<file path="config.mk">
export PLATFORM = sky130hd
export DESIGN_NAME = fp32_cmp_class
export DESIGN_NICKNAME = d
export VERILOG_FILES = /design/src/rtl/fp32_cmp_class.sv
export SDC_FILE = /design/constraint.sdc
export NUM_CORES = 1
export LEC_CHECK = 0
export BUFFER_PORTS_ARGS = -buffer_cell sky130_fd_sc_hd__buf_2
export CORE_AREA = 4 4 63 65
export CTS_BUF_LIST = sky130_fd_sc_hd__clkbuf_16
export DETAILED_ROUTE_END_ITERATION = 8
export DIE_AREA = 0 0 67 69
export PLACE_DENSITY_LB_ADDON = 0.08
export SLEW_MARGIN = 10
export SYNTH_ARGS = -nofsm -noshare
export SYNTH_HDL_FRONTEND = slang
export SYNTH_SLANG_ARGS = --single-unit
</file>
<file path="constraint.sdc">
create_clock -name clk -period 0.8 [get_ports clk]
set_input_delay 0.12 -clock clk [delete_from_list [all_inputs] [get_ports clk]]
set_output_delay 0.12 -clock clk [all_outputs]
set_load 0.01 [all_outputs]
</file>
<file path="src/rtl/fp32_cmp_class.sv">
module fp32_cmp_class #(
  parameter int W       = 32,
  parameter int EXP_W   = 8,
  parameter bit REG_OUT = 1'b1
) (
  input  logic         clk,
  input  logic         rst_n,
  input  logic [W-1:0] op_a,
  input  logic [W-1:0] op_b,
  output logic         is_lt,
  output logic         is_eq,
  output logic         is_gt,
  output logic         is_unord,
  output logic         invalid,
  output logic [3:0]   class_a,
  output logic [3:0]   class_b
);
  localparam int FRAC_W = W - 1 - EXP_W;
  localparam int MAG_W  = W - 1;

  function automatic logic [3:0] classify(input logic [W-1:0] w);
    logic [EXP_W-1:0]  e;
    logic [FRAC_W-1:0] f;
    e = w[W-2 -: EXP_W];
    f = w[FRAC_W-1:0];
    if (e == '1) begin
      if (f == '0)            classify = {3'd3, w[W-1]};
      else if (f[FRAC_W-1])   classify = 4'd8;
      else                    classify = 4'd10;
    end else if (e == '0) begin
      classify = (f == '0) ? {3'd0, w[W-1]} : {3'd1, w[W-1]};
    end else begin
      classify = {3'd2, w[W-1]};
    end
  endfunction

  function automatic logic nan_of(input logic [W-1:0] w);
    nan_of = (w[W-2 -: EXP_W] == '1) && (w[FRAC_W-1:0] != '0);
  endfunction

  function automatic logic snan_of(input logic [W-1:0] w);
    snan_of = nan_of(w) && !w[FRAC_W-1];
  endfunction

  logic [3:0] cls_a_c, cls_b_c;
  logic       lt_c, eq_c, gt_c, unord_c, inv_c;

  wire             sa    = op_a[W-1];
  wire             sb    = op_b[W-1];
  wire [MAG_W-1:0] mag_a = op_a[MAG_W-1:0];
  wire [MAG_W-1:0] mag_b = op_b[MAG_W-1:0];
  wire             zero2 = (mag_a == '0) && (mag_b == '0);
  wire             mless = mag_a < mag_b;

  assign cls_a_c = classify(op_a);
  assign cls_b_c = classify(op_b);
  assign unord_c = nan_of(op_a) || nan_of(op_b);
  assign inv_c   = snan_of(op_a) || snan_of(op_b);

  always_comb begin
    lt_c = 1'b0;
    eq_c = 1'b0;
    gt_c = 1'b0;
    if (unord_c) begin
      lt_c = 1'b0;
    end else if (zero2 || op_a == op_b) begin
      eq_c = 1'b1;
    end else if (sa != sb) begin
      lt_c = sa;
      gt_c = sb;
    end else begin
      lt_c = mless ^ sa;
      gt_c = ~(mless ^ sa);
    end
  end

  generate
    if (REG_OUT) begin : g_reg
      always_ff @(posedge clk or negedge rst_n) begin
        if (!rst_n) begin
          {is_lt, is_eq, is_gt, is_unord, invalid} <= '0;
          class_a <= '0;
          class_b <= '0;
        end else begin
          {is_lt, is_eq, is_gt, is_unord, invalid} <= {lt_c, eq_c, gt_c, unord_c, inv_c};
          class_a <= cls_a_c;
          class_b <= cls_b_c;
        end
      end


      reg_stage_chk: assert property (@(posedge clk) disable iff (!rst_n)
        1'b1 |=> ({is_lt, is_eq, is_gt, is_unord, invalid, class_a, class_b} ==
                  $past({lt_c, eq_c, gt_c, unord_c, inv_c, cls_a_c, cls_b_c})));
    end else begin : g_comb
      assign {is_lt, is_eq, is_gt, is_unord, invalid} = {lt_c, eq_c, gt_c, unord_c, inv_c};
      assign class_a = cls_a_c;
      assign class_b = cls_b_c;
    end
  endgenerate


  one_relation_chk: assert property (@(posedge clk) disable iff (!rst_n)
    $countones({lt_c, eq_c, gt_c, unord_c}) == 1);


  unord_nan_chk: assert property (@(posedge clk) disable iff (!rst_n)
    unord_c |-> (cls_a_c[3] || cls_b_c[3]) && !lt_c && !eq_c && !gt_c);


  invalid_snan_chk: assert property (@(posedge clk) disable iff (!rst_n)
    inv_c == ((cls_a_c == 4'd10) || (cls_b_c == 4'd10)));


  zero_pair_eq_chk: assert property (@(posedge clk) disable iff (!rst_n)
    (cls_a_c[3:1] == 3'd0 && cls_b_c[3:1] == 3'd0) |-> eq_c);
endmodule

</file>
==> results_dict.tcl <==
set metrics [dict create \
    power_frac_clock_pct 31.9 \
    ioPinCount 79 \
    gp_congestion 0.8547 \
    synth.area.mux_share_pct 0 \
    gr-total-overflow 0 \
    fin_tns_setup_ns -7.278 \
    switching_share_pct 32.72 \
    antenna_found_initial 0 \
    yosysWarnings 0 \
    ctsLongestPathBuffers 2 \
    slowest_delay_ns 0.33 \
    power.switching_mw 1.016 \
    critPathMaxFanout 2 \
    drt_iter0_markers 180 \
    post_synth_num_cell_types 32 \
    crit_family "compound AO/OA/AOI/OAI gates" \
    p_per_area_mw_per_mm2 972.2 \
    numCtsBuffers 3 \
    maxCapViolations 0 \
    finalCritPeriodShare_pct 208.3 \
    ff_latch_area_sq_um 325.3 \
    netlist.area_leader.share_pct 27.53 \
    status "finished with violations" \
    path_buf_inv 2 \
    synth_top_family_by_area "adder cells" \
    clock_sinks 13 \
    rows 21 \
    dp_slack_ns -1.046 \
    num-nets-final 411 \
    synth_nets 266 \
    avgSynthCellArea_sq_um 8.336 \
    critPathSlowestCell "a211o_1" \
    vias_per_cell 6.156 \
    clk_pin_slew_ns 0.05 \
    slew_violations 0 \
    synthArstFlopShare_pct 100.0 \
    synth_top_cells_by_area "ha_1 (28%), dfrtp_1 (23%), inv_1 (8.3%)" \
    finalCriticalPeriod_ns 1.666 \
    synth_edf_count 0 \
    p_leak_nw 1.493 \
    holdPathStages 3 \
    dp_hpwl_mm 4.281 \
    hp-start "op_a[31]" \
    track_usage_pct 25.63 \
    synth_area_sq_mm 0.001409 \
    grt_pass1_wl_mm 9.342 \
    tritoncts "yes" \
    wl_per_cell_microns 24.38 \
    final_antenna_net_count 0 \
    fin_cells 359 \
    synth_area_leader_cell "ha_1" \
    peakVddDrop_mv 0.6799 \
    combPwrFrac_pct 45.8 \
    dpl.cell_count 349 \
    die_y_microns 69 \
    synth_xor_area_share_pct 0.6217 \
    start_util_pct 42.22 \
    hp-class "in -> reg" \
    p_int_mw 2.089 \
    num_vias 2210 \
    synthCells 169 \
    synth_ff_type "dfrtp_1" \
    seq_power_share_pct 22.3 \
    cp-start-kind "primary input" \
    max-slew-margin-rel_pct 74.59 \
    crit_path_end_kind "flip-flop" \
    die_w_microns 67 \
    diodes 0 \
    grt_pass1_vias 2147 \
    crit_required_ns 0.93 \
    hold_viol_final 0 \
    die_area_sq_mm 0.004623 \
    drc 0 \
    yosys-top-cells-count "ha_1 (31), inv_1 (31), nor4_1 (16)" \
    drive_gt1_share_pct 71.57 \
    worst_pin_slew_ns 0.3777 \
    yosys.area_share.simple_pct 25.13 \
    rsz0062_at_grt "yes" \
    fillers 82 \
    cts_root_buf "clkbuf_16" \
    drt_wl_total_mm 8.751 \
    drt_pass1_iterations 4 \
    synth-seq-area-share_pct 23.09 \
    synth-compound-area-share_pct 15.36 \
    fmax_mhz 600.1 \
    violations "setup timing" \
    crit_chain "buf_6 -> inv_4 -> ha_4 -> and4_4 -> nand4_1 -> o21bai_4 -> a211o_1 -> and3_4 -> o21ba_1" \
    min_to "class_a[0]" \
    ys_ff_latch 13 \
    core-area_sq_mm 0.003337 \
    io_buffers 78 \
    multiInputGateArea_sq_mm 0.001496 \
    setup_viol 26 \
    fin_util_pct 95.69 \
    grt_max_degree 14 \
    area_growth_pct 126.6 \
    path_class "in -> reg" \
    finalWorstSetupSlack_ns -0.8663 \
    h-tree-depth 1 \
    arrival_ns 1.80 \
    synthAdderAreaFrac_pct 27.53 \
]
-- worst min-delay path, stage by stage --
cell     delay, ns
buf_2         0.10
buf_4         0.12
nor2b_1       0.14
-- worst max-delay path by stage --
stage,to,slack [ns],from,cells after the start
after floorplan,is_gt,-0.79,op_b[12],8
after global placement,is_gt,-1.03,op_b[12],9
after detailed placement,is_gt,-1.05,op_b[23],9
after CTS,is_gt,-0.72,op_b[14],9
after global routing,is_gt,-0.91,op_a[25],9
final,is_gt,-0.87,op_b[13],9
-- per-stage QoR --
stage	cell area [sq um]	total power [mW]	hold slack, ns
floorplan	1758	1.125	-0.1756
global placement	2626	1.715	0.005968
detailed placement	2626	1.745	0.01105
CTS	2949	2.778	0.2636
global route	3193	3.190	0.3001
finish	3193	3.104	0.2845
-- layout by cell type, fill, tap and decap left out, types with 8 or more instances in the layout --
| cell type | synthesis | final |
|---|---|---|
| dfrtp_1 | 13 | 13 |
| inv_1 | 31 | 11 |
| ha_1 | 31 | 11 |
| nand4_1 | 10 | 10 |
| nor4_4 | 0 | 8 |
| ha_4 | 0 | 20 |
| buf_6 | 0 | 31 |
| buf_2 | 0 | 53 |
| buf_4 | 0 | 51 |
| inv_2 | 0 | 10 |
| a21oi_1 | 15 | 9 |
-- cell type report --
type / count / share of cell area (%)
Sequential cell: 13 / 10.19
Timing Repair Buffer: 140 / 33.42
Clock buffer: 3 / 2.351
Multi-Input combinational cell: 125 / 46.87
Clock inverter: 1 / 0.1567
Inverter: 31 / 5.212
Tap cell: 46 / 1.803
-- timing repair --
item | in CTS | in global routing
pin swaps | 25 | 17
setup buffers | 6 | 3
hold buffers | 1 | 0
hold endpoints to repair | 13 | 0
resized for setup | 46 | 52
setup endpoints to repair | 26 | 26
-- power by group through the flow --
| stage | Clock [mW] | Sequential (mW) | Combinational, mW |
|---|---|---|---|
| global placement | 0 | 0.698 | 1.02 |
| floorplan | 0 | 0.707 | 0.418 |
| finish | 0.990 | 0.692 | 1.42 |
| global route | 0.992 | 0.692 | 1.51 |
| detailed placement | 0 | 0.699 | 1.05 |
| CTS | 0.933 | 0.689 | 1.16 |
-- metal layers --
metal | track usage [%] | routed length, microns
met2 | 46.94 | 4329
met4 | 13.96 | 871
met5 | 0 | 0
met1 | 26.01 | 2749
met3 | 5.032 | 801
-- logic make-up after synthesis --
logic type / Yosys count
simple gates: 60
compound gates: 33
buf+inv: 31
fa+ha+maj: 31
flops: 13
xor+xnor: 1
-- flip-flops by register name, summed over array words and instances (netlist names) --
| name | count |
|---|---|
| class_a | 4 |
| class_b | 4 |
| invalid | 1 |
| is_eq | 1 |
| is_gt | 1 |
| is_lt | 1 |
| is_unord | 1 |
Power figures use the tool's default switching activity.
